`config.mk`:
```
export PLATFORM = sky130hd
export DESIGN_NAME = pw_fwd_master
export DESIGN_NICKNAME = d
export VERILOG_FILES = /design/src/rtl/pw_fwd_master.sv
export SDC_FILE = /design/constraint.sdc
export NUM_CORES = 1
export LEC_CHECK = 0
export ABC_AREA = 1
export ABC_CLOCK_PERIOD_IN_PS = 1610
export BUFFER_PORTS_ARGS = -buffer_cell sky130_fd_sc_hd__buf_2
export CAP_MARGIN = 20
export CELL_PAD_IN_SITES_DETAIL_PLACEMENT = 0
export CELL_PAD_IN_SITES_GLOBAL_PLACEMENT = 1
export CORE_MARGIN = 10
export CORE_UTILIZATION = 30
export DETAILED_ROUTE_END_ITERATION = 10
export MAX_ROUTING_LAYER = met4
export PLACE_DENSITY_LB_ADDON = 0.1
export SLEW_MARGIN = 5
export SYNTH_ARGS = -nofsm -noshare
export SYNTH_HDL_FRONTEND = slang
export SYNTH_SLANG_ARGS = --single-unit
export TNS_END_PERCENT = 100
```
`constraint.sdc`:
```
create_clock -name clk -period 1.61 [get_ports clk]
set_input_delay 0.2415 -clock clk [delete_from_list [all_inputs] [get_ports clk]]
set_output_delay 0.2415 -clock clk [all_outputs]
set_load 0.02 [all_outputs]
```
`src/rtl/pw_fwd_master.sv`:
```
module pw_fwd_master #(
  parameter int BUS_W        = 32,
  parameter int DEVSEL_LIMIT = 5
) (
  input  logic             clk,
  input  logic             rst_n,
  input  logic             hd_valid,
  input  logic             hd_is_hdr,
  input  logic             hd_last,
  input  logic [BUS_W-1:0] hd_word,
  input  logic             nx_valid,
  output logic             hd_pop,
  output logic             req_n,
  input  logic             gnt_n,
  input  logic             bus_frame_n,
  input  logic             bus_irdy_n,
  output logic             frame_n,
  output logic             irdy_n,
  output logic [BUS_W-1:0] ad_out,
  output logic             ad_oe,
  input  logic             devsel_n,
  input  logic             trdy_n,
  input  logic             stop_n
);
  localparam int CW = $clog2(DEVSEL_LIMIT + 1);

  typedef enum logic [2:0] {IDLE, ASK, ADR, XFER, REST, DROP} st_t;

  st_t             st;
  logic [BUS_W-1:0] addr;
  logic            fin;
  logic            seen;
  logic [CW-1:0]   age;

  wire in_data  = (st == XFER);
  wire xfer     = in_data && !trdy_n;
  wire final_ph = fin || hd_last || !nx_valid;
  wire seen_now = seen || !devsel_n;
  wire timeout  = !seen_now && (age == CW'(DEVSEL_LIMIT));
  wire start    = (st == ASK) && !gnt_n && bus_frame_n && bus_irdy_n && hd_valid;

  assign hd_pop  = ((st == IDLE) && hd_valid && hd_is_hdr) || xfer ||
                   ((st == DROP) && hd_valid && !hd_is_hdr);
  assign req_n   = (st != ASK);
  assign frame_n = !((st == ADR) || (in_data && !final_ph));
  assign irdy_n  = !in_data;
  assign ad_oe   = (st == ADR) || in_data;
  assign ad_out  = (st == ADR) ? addr : (in_data ? hd_word : '0);

  always_ff @(posedge clk or negedge rst_n) begin
    if (!rst_n) begin
      st   <= IDLE;
      addr <= '0;
      fin  <= 1'b0;
      seen <= 1'b0;
      age  <= '0;
    end else begin
      case (st)
        IDLE: if (hd_valid && hd_is_hdr) begin
          addr <= {hd_word[BUS_W-1:2], 2'b00};
          st   <= ASK;
        end
        ASK: if (start) st <= ADR;
        ADR: begin
          st   <= XFER;
          fin  <= 1'b0;
          seen <= 1'b0;
          age  <= CW'(1);
        end
        XFER: begin
          if (xfer) addr <= addr + BUS_W'(4);
          if (xfer && hd_last)        st <= IDLE;
          else if (xfer && final_ph)  st <= REST;
          else if (!stop_n)           st <= REST;
          else if (timeout)           st <= DROP;
          else begin
            fin  <= final_ph;
            seen <= seen_now;
            if (age != CW'(DEVSEL_LIMIT)) age <= age + CW'(1);
          end
        end
        REST: if (hd_valid) st <= ASK;
        DROP: if (hd_valid && !hd_is_hdr && hd_last) st <= IDLE;
        default: st <= IDLE;
      endcase
    end
  end

  assert_frame_stays_high_R5: assert property (@(posedge clk) disable iff (!rst_n)
    (!irdy_n && frame_n) |=> (frame_n || irdy_n));

  assert_data_follows_addr_R3: assert property (@(posedge clk) disable iff (!rst_n)
    ($fell(frame_n) && irdy_n) |=> !irdy_n);

  assert_addr_needs_grant_R2: assert property (@(posedge clk) disable iff (!rst_n)
    ($fell(frame_n) && irdy_n) |-> $past(!gnt_n && bus_frame_n && bus_irdy_n));

  assert_no_master_wait_R4: assert property (@(posedge clk) disable iff (!rst_n)
    (!irdy_n && !frame_n && !trdy_n && !devsel_n && stop_n) |=> !irdy_n);

  assert_pop_needs_entry_R4: assert property (@(posedge clk) disable iff (!rst_n)
    hd_pop |-> hd_valid);
endmodule

```
Word level (Yosys, flattened, before mapping) --
Cells that the tools add are included. W data, S select, Z words.
Cells by class: add/subtract/negate cells 2, multiply operators 0, divide/modulo/power cells 0, order comparisons 0, eq/ne operators 19, shift-type cells 0, mux-type cells 30, bitwise gates (word level) 0, reduce and logical (&&, ||, !) cells 39
Operators with widths (count):
- $mux W32 | 4
- $pmux W32 S2 | 1
- $mux W3 | 13
- $add A32 B3 Y32 const B | 1
- $pmux W3 S6 | 1
- $logic_and A1 B1 Y1 | 16
- $ne A2 B2 Y1 const B | 6
- $reduce_and A5 Y1 | 2
- $eq A3 B3 Y1 const B | 3
- $logic_not A1 Y1 | 9
- $mux W1 | 8
- $ne A2 B1 Y1 const B | 4
- $logic_or A1 B1 Y1 | 7
- $eq A3 B2 Y1 const B | 2
- $pmux W3 S2 | 1
- $reduce_and A6 Y1 | 1
- $ne A5 B2 Y1 const B | 1
- $pmux W1 S2 | 2
- $reduce_bool A2 Y1 | 2
- $add A3 B1 Y3 const B | 1
- $eq A3 B1 Y1 const B | 1
- $logic_not A3 Y1 | 1
- $ne A3 B1 Y1 const B | 1
- $ne A3 B3 Y1 const B | 1
- $reduce_and A3 Y1 | 1
Word-level totals: register bits after elaboration 40, latch bits 0, memory bits (writable) 0, ROM bits 0, input port bits 44, memories 0

Logic depth before layout (Yosys ltp) --
Gate-level depths: netlist (run 1).
word-level depth 9, depth in mapped cells 10, gate-level depth less buffers 10

Worst setup path before layout (run 1) --
No wires, ideal clock.
kind reg-to-output, start point reg st[2], end point out ad_out[10], data arrival time 1431 ps, data required time 1368 ps, slack -62 ps, cell stages (with the launch flop) 6, path buffers 2, path through dfrtp_1 inv_1 nand3_2 buf_4 buf_2 o21ai_0
On the way: longest elaborated chain between the ends 3
RTL lines:
- from (decl) | RTL line 29 | st_t st;
- from (signal assigned) | RTL line 52 | st <= IDLE;
- from (signal assigned) | RTL line 61 | st <= ASK;
- from (signal assigned) | RTL line 63 | ASK: if (start) st <= ADR;
- $eq A3 B2 Y1 | RTL line 35 | wire in_data = (st == XFER);
- $mux W32 | RTL line 48 | assign ad_out = (st == ADR) ? addr : (in_data ? hd_word : '0);
- $mux W32 (*) | RTL line 48
- to (decl) | RTL line 19 | output logic [BUS_W-1:0] ad_out,
Every way passes the cells marked *; elsewhere a longest branch is shown, timed or not.

Worst setup path in the final report (run 1) --
start point reg st[0], end point out ad_out[17]
Same word-level chain as after synthesis.

==> results of run 1 <==
sequential cells by signal, summed over array words and instances, names as in the netlist:
register	cells
seen	1
st	3
addr	30
age	3
fin	1
worst min path at each step:
stage	startpoint	endpoint	slack (ps)	cells after the start
finish	hd_word[3]	addr[3]	200	3
global route	hd_word[3]	addr[3]	210	3
CTS	hd_word[3]	addr[3]	200	3
detailed placement	rst_n	addr[16]	230	2
global placement	rst_n	addr[14]	240	2
floorplan	rst_n	addr[10]	-50	0
synth_stat cells, types with 2 or more instances:
cell	instances
nand2_1	177
dfrtp_1	38
o31ai_1	4
inv_2	2
a21oi_1	31
nor2_1	60
ha_1	3
nor2_2	2
nand3_2	2
a22oi_1	2
o21ai_1	3
nor2_4	5
buf_2	10
o21ai_0	29
inv_1	83
nand3_1	42
buf_4	8
o22ai_1	26
nand4_1	4
a31oi_1	2
per-layer routing:
| metal | global-route usage, % | vias up | routed length, µm |
|---|---|---|---|
| li1 | - | 1986 | - |
| met1 | 20.4 | 1834 | 5860 |
| met2 | 25.3 | 90 | 5720 |
| met3 | 2.53 | 12 | 540 |
| met4 | 3.42 | 0 | 173 |
| met5 | - | - | 0 |
timing repair:
action,in CTS,in global routing
hold endpoints to repair,38,0
buffers inserted,7,10
pin swaps,2,5
cloned,0,3
endpoints found under the setup margin,43,73
hold buffers,1,0
resized for setup,58,66
power by group through the flow:
| stage | registers [mW] | clock network [mW] | logic (mW) |
|---|---|---|---|
| floorplan | 1.77 | 0 | 2.89 |
| global placement | 1.89 | 0 | 4.51 |
| detailed placement | 1.89 | 0 | 4.52 |
| CTS | 1.88 | 0.753 | 4.99 |
| global route | 1.99 | 0.790 | 6.35 |
| finish | 1.91 | 0.741 | 5.78 |
worst reg2reg max path, stage by stage, from the launching register on:
cell and delay, ps:
dfrtp_1 420, buf_4 150, nand3_4 130, buf_4 200, nor2_4 180, buf_4 160
nand3_1 90, nand2_1 70, nand2_1 40, nand2_1 50, inv_1 30
area by class of cell:
cell class	count	share of cell area [%]
Inverter	85	6.51
Sequential cell	38	19.5
Timing Repair Buffer	142	24.2
Clock buffer	6	1.69
Clock inverter	2	0.255
Tap cell	136	3.47
Multi-Input combinational cell	399	44.4
kinds of logic after synthesis:
| family | count (synthesis) | synth area share (%) |
|---|---|---|
| flops | 38 | 29.4 |
| fa+ha+maj | 3 | 1.16 |
| xor+xnor | 2 | 0.542 |
| simple gates | 295 | 38.1 |
| compound gates | 99 | 17.1 |
| buf+inv | 105 | 13.7 |
per-stage QoR:
| stage | util (%) | power, mW |
|---|---|---|
| finish | 47.0 | 8.43 |
| global route | 47.0 | 9.13 |
| CTS | 42.9 | 7.62 |
| detailed placement | 39.5 | 6.40 |
| global placement | 39.5 | 6.40 |
| floorplan | - | 4.65 |
==> impl_metrics.csv, run 1 <==
group,metric,value,unit
critical_path,critPathMaxFanout,14,
detailed_routing,drcViolationCount,0,
timing,whs,204,ps
critical_path,worst-path-buf-inv,3,
timing,slew_viol_final,0,
yosys,ys_ff_latch,38,
yosys,ys_seq_area_share,29.4,%
final_layout,final_common_cell,"nand2_1",
timing,grt_setup_unrepaired,"yes",
final_layout,nets,718,
critical_path,startpoint,"st[0]",
global_route,grt_pass1_vias,3806,
yosys,synth_nets,589,
global_route,grt_antenna_before_repair,0,
placement,portBuffers,80,
yosys,synthArstFlopShare,100,%
cts,cts.htree.levels,2,
power_and_ir_drop,net-switching-power,4.18,mW
critical_path,critPathKind,"flop to output pin",
timing,relSlewSlack,79.6,%
power_and_ir_drop,clockPowerShare,8.8,%
yosys,synthFlopType,"dfrtp_1",
timing,fin_tns_setup,-6310,ps
power_and_ir_drop,power_report.internal_total,4.25,mW
run,maxCapViolCount,0,
final_layout,insertedDiodeCount,0,
critical_path,endpoint_kind,"output pin",
placement,place_area,4110,µm²
cts,path_clk_slew,90,ps
placement,dpl.hpwl,9.15,mm
placement,gp_congestion,0.924,
global_route,grt_overflow,0,
yosys,synthCells,542,
global_route,grt_pass1_wl,19.0,mm
critical_path,crit_cells,5,
floorplanning,rows,37,
cts,insertion_delay,310,ps
detailed_routing,drt-pass1-iter-count,4,
timing,clock.fmax,543,MHz
yosys,synth_area_per_cell,5.97,µm²
power_and_ir_drop,vdd_drop_max,0.893,mV
placement,dp_worst_setup_slack,-74.8,ps
critical_path,reg2reg_from,"st[0]",
critical_path,critical_path_required,1370,ps
power_and_ir_drop,power.density,1720,nW/µm²
global_route,grt_usage,15.7,%
yosys,yosysWarnings,0,
timing,tightest_slew,304,ps
global_route,grt_max_degree,39,
critical_path,crit_family,"buffers and inverters",
floorplanning,coreArea,10400,µm²
detailed_routing,wl_per_cell,15.2,µm
placement,dpl.cell_count,779,
final_layout,final_area,4900,µm²
final_layout,final_cells,808,
timing,period_share,114,%
floorplanning,die_w,124,µm
critical_path,reg2reg_slack,-20,ps
critical_path,r2r-end,"addr[23]",
critical_path,crit_top_cell,"buf_4",
detailed_routing,via_per_inst,4.85,
floorplanning,die_y,124,µm
critical_path,crit_slowest_cell,"dfrtp_1",
critical_path,critPathLaunchType,"flop",
timing,fin_ws,-230,ps
power_and_ir_drop,comb_power_share,68.6,%
floorplanning,die_area,15300,µm²
yosys,synth_top_area_share,29.4,%
detailed_routing,vias,3922,
critical_path,cp_slowest_stage_delay,420,ps
min_path,hp-class,"primary input to flop",
detailed_routing,antenna_left,0,
critical_path,crit_chain,"buf_4 > nand3_4 > buf_4 > o22ai_2 > buf_6",
detailed_routing,drt_iter0_drc,160,
power_and_ir_drop,p_seq_share,22.6,%
critical_path,crit_end,"ad_out[17]",
floorplanning,start_util,31.1,%
yosys,synth_edf_count,0,
outcome,outcome,"complete, but fails checks",
yosys,synthTopCellsByArea,"dfrtp_1 (29%), nand2_1 (21%), inv_1 (9.6%), nor2_1 (7.0%), nand3_1 (6.5%)",
final_layout,drive_above_1_share,31.7,%
timing,hold_viol_final,0,
timing,setup_viol,39,
detailed_routing,finalWirelength,12.3,mm
timing,period_needed,1840,ps
cts,clockBufferDepth,2,
final_layout,nFillCells,1096,
critical_path,reg2reg_depth,10,
outcome,failed_checks,"setup timing",
final_layout,seq_area,953,µm²
critical_path,worst_ep_arrival_time,1600,ps
power_and_ir_drop,total_leakage_power,2.36,nW
power_and_ir_drop,switching_share,49.6,%
yosys,synthesis.area,3230,µm²
cts,cts.sinks,38,
final_layout,multiInputGateArea,2170,µm²
final_layout,final_cell_mix,"nand2_1 (175), inv_1 (80), buf_2 (52), buf_4 (50), nor2_1 (46)",
cts,cts_root_buffer,"clkbuf_8",
yosys,synth_cell_type_count,29,
timing,final.setup_skew,12.5,ps
cts,cts_tree,"built",
final_layout,syn_to_final_growth,51.5,%
yosys,synth_top_area_cell,"dfrtp_1",
floorplanning,io_pins,81,
cts,numCtsBuffers,5,
Power figures use the tool's default switching activity.
==> run 2: changes to the inputs <==
--- a/config.mk
+++ b/config.mk
@@ -6,7 +6,7 @@
 export NUM_CORES = 1
 export LEC_CHECK = 0
 export ABC_AREA = 1
-export ABC_CLOCK_PERIOD_IN_PS = 1610
+export ABC_CLOCK_PERIOD_IN_PS = 2200
 export BUFFER_PORTS_ARGS = -buffer_cell sky130_fd_sc_hd__buf_2
 export CAP_MARGIN = 20
 export CELL_PAD_IN_SITES_DETAIL_PLACEMENT = 0
@@ -16,6 +16,7 @@
 export DETAILED_ROUTE_END_ITERATION = 10
 export MAX_ROUTING_LAYER = met4
 export PLACE_DENSITY_LB_ADDON = 0.1
+export RECOVER_POWER = 25
 export SLEW_MARGIN = 5
 export SYNTH_ARGS = -nofsm -noshare
 export SYNTH_HDL_FRONTEND = slang
==> constraint.sdc (replaced) <==
create_clock -name clk -period 2.2 [get_ports clk]
set_input_delay 0.33 -clock clk [delete_from_list [all_inputs] [get_ports clk]]
set_output_delay 0.33 -clock clk [all_outputs]
set_load 0.02 [all_outputs]
==> impl_metrics.csv, run 2 (synthesis results as in run 1) <==
group,metric,value,unit
placement,dpl.hpwl,8.41,mm
detailed_routing,wl_per_cell,14.3,µm
critical_path,reg2reg_depth,8,
min_path,hold_depth,3,
cts,insertion_delay,290,ps
final_layout,multiInputGateArea,1850,µm²
critical_path,crit_chain,"nand3_2 > buf_12 > o22ai_1 > buf_2",
final_layout,nFillCells,1179,
critical_path,endpoint_kind,"output pin",
power_and_ir_drop,total_leakage_power,1.98,nW
power_and_ir_drop,vdd_drop_max,0.424,mV
placement,portBuffers,80,
timing,clock.fmax,483,MHz
global_route,grt_overflow,0,
min_path,hp-start,"hd_word[3]",
floorplanning,rows,37,
detailed_routing,via_per_inst,4.80,
floorplanning,die_area,15300,µm²
cts,cts.htree.levels,2,
run,maxCapViolCount,0,
placement,gp_congestion,0.853,
min_path,hp-class,"primary input to flop",
cts,cts_tree,"built",
final_layout,seq_area,951,µm²
detailed_routing,antenna_left,0,
timing,relSlewSlack,34.7,%
timing,final.setup_skew,6.24,ps
final_layout,final_cell_mix,"nand2_1 (177), inv_1 (83), buf_2 (79), nor2_1 (60), nand3_1 (42)",
critical_path,r2r-end,"addr[12]",
final_layout,largest_register_ffs,30,
final_layout,syn_to_final_growth,19.6,%
final_layout,drive_above_1_share,17.1,%
floorplanning,die_y,124,µm
critical_path,crit_slowest_cell,"dfrtp_1",
critical_path,critical_path_required,1870,ps
timing,grt_setup_unrepaired,"no",
final_layout,final_common_cell,"nand2_1",
critical_path,cp_slowest_stage_delay,530,ps
power_and_ir_drop,power.density,1210,nW/µm²
cts,cts.sinks,38,
floorplanning,start_util,31.1,%
critical_path,critPathMaxFanout,64,
detailed_routing,vias,3627,
detailed_routing,drt_iter0_drc,185,
critical_path,reg2reg_slack,430,ps
final_layout,nets,665,
timing,setup_viol,0,
global_route,grt_antenna_before_repair,0,
global_route,grt_usage,14.8,%
outcome,outcome,"finished, final reports clean",
timing,hold_viol_final,0,
cts,path_clk_slew,80,ps
cts,cts_root_buffer,"clkbuf_8",
cts,numCtsBuffers,5,
detailed_routing,finalWirelength,10.8,mm
timing,period_needed,2070,ps
final_layout,insertedDiodeCount,0,
cts,clockBufferDepth,2,
critical_path,reg2reg_from,"addr[3]",
timing,fin_tns_setup,0,ps
global_route,grt_pass1_vias,3601,
floorplanning,coreArea,10400,µm²
cts,cts_setup_buffers,0,
final_layout,top_regs,"addr x30, age x3, st x3",
global_route,grt_pass1_wl,17.8,mm
critical_path,critPathKind,"flop to output pin",
timing,slew_viol_final,0,
floorplanning,die_w,124,µm
detailed_routing,drcViolationCount,0,
floorplanning,io_pins,81,
min_path,hold_end,"addr[3]",
critical_path,worst_ep_arrival_time,1740,ps
timing,period_share,94.0,%
critical_path,critPathLaunchType,"flop",
detailed_routing,drt-pass1-iter-count,5,
timing,tightest_slew,980,ps
final_layout,top_register,"addr",
global_route,grt_max_degree,65,
timing,whs,303,ps
[run 2: worst max path at each step]
stage / slack, ps / start / endpoint / cells past startpoint
after floorplan: 440 / st[2] / ad_out[10] / 5
after global placement: 380 / st[0] / hd_pop / 5
after detailed placement: 340 / st[0] / addr[13] / 5
after CTS: 6 / st[0] / hd_pop / 5
after global routing: 2 / st[0] / hd_pop / 5
final: 130 / st[0] / ad_out[19] / 4
[run 2: layout make-up]
| class | count | share of cell area [%] |
|---|---|---|
| Clock inverter | 1 | 0.129 |
| Tap cell | 136 | 4.40 |
| Clock buffer | 7 | 2.23 |
| Inverter | 85 | 8.31 |
| Sequential cell | 38 | 24.6 |
| Multi-Input combinational cell | 399 | 47.7 |
| Timing Repair Buffer | 89 | 12.6 |
[run 2: per-layer routing]
layer / wire [µm] / track usage (%) / part of all wire [%]
met5: 0 / - / 0
met4: 64 / 2.91 / 0.59
met3: 556 / 2.35 / 5.2
met2: 5240 / 25.1 / 49
met1: 4910 / 18.1 / 46
[run 2: through the flow]
stage	utilization [%]	cell area [µm²]	std cells	setup slack (ps)	total power, mW
3_3_place_gp	36.1	3760	746	381	4.17
5_1_grt	37.1	3870	755	1.58	5.18
4_1_cts	37.1	3870	755	6.38	4.74
3_5_place_dp	36.1	3760	746	342	4.20
2_1_floorplan	-	3230	542	439	3.35
6_report	37.1	3870	755	131	4.69
[run 2: power by group]
part	total, mW	switching [mW]	internal, mW
Combinational	2.75	1.86	0.890
Sequential	1.41	0.393	1.02
Clock	0.524	0.270	0.254
[run 2: repair_timing]
item	in CTS	in global routing
setup endpoints to repair	0	5
hold buffers	1	0
gates resized for setup	0	3
hold endpoints to repair	14	0
[run 2: critical path, delay by kind of cell (launching register included)]
kind | cells | cell delay [ps]
flip-flops | 1 | 530
buffers and inverters | 2 | 460
AO/OA/AOI/OAI | 1 | 260
AND/OR/NAND/NOR | 1 | 180
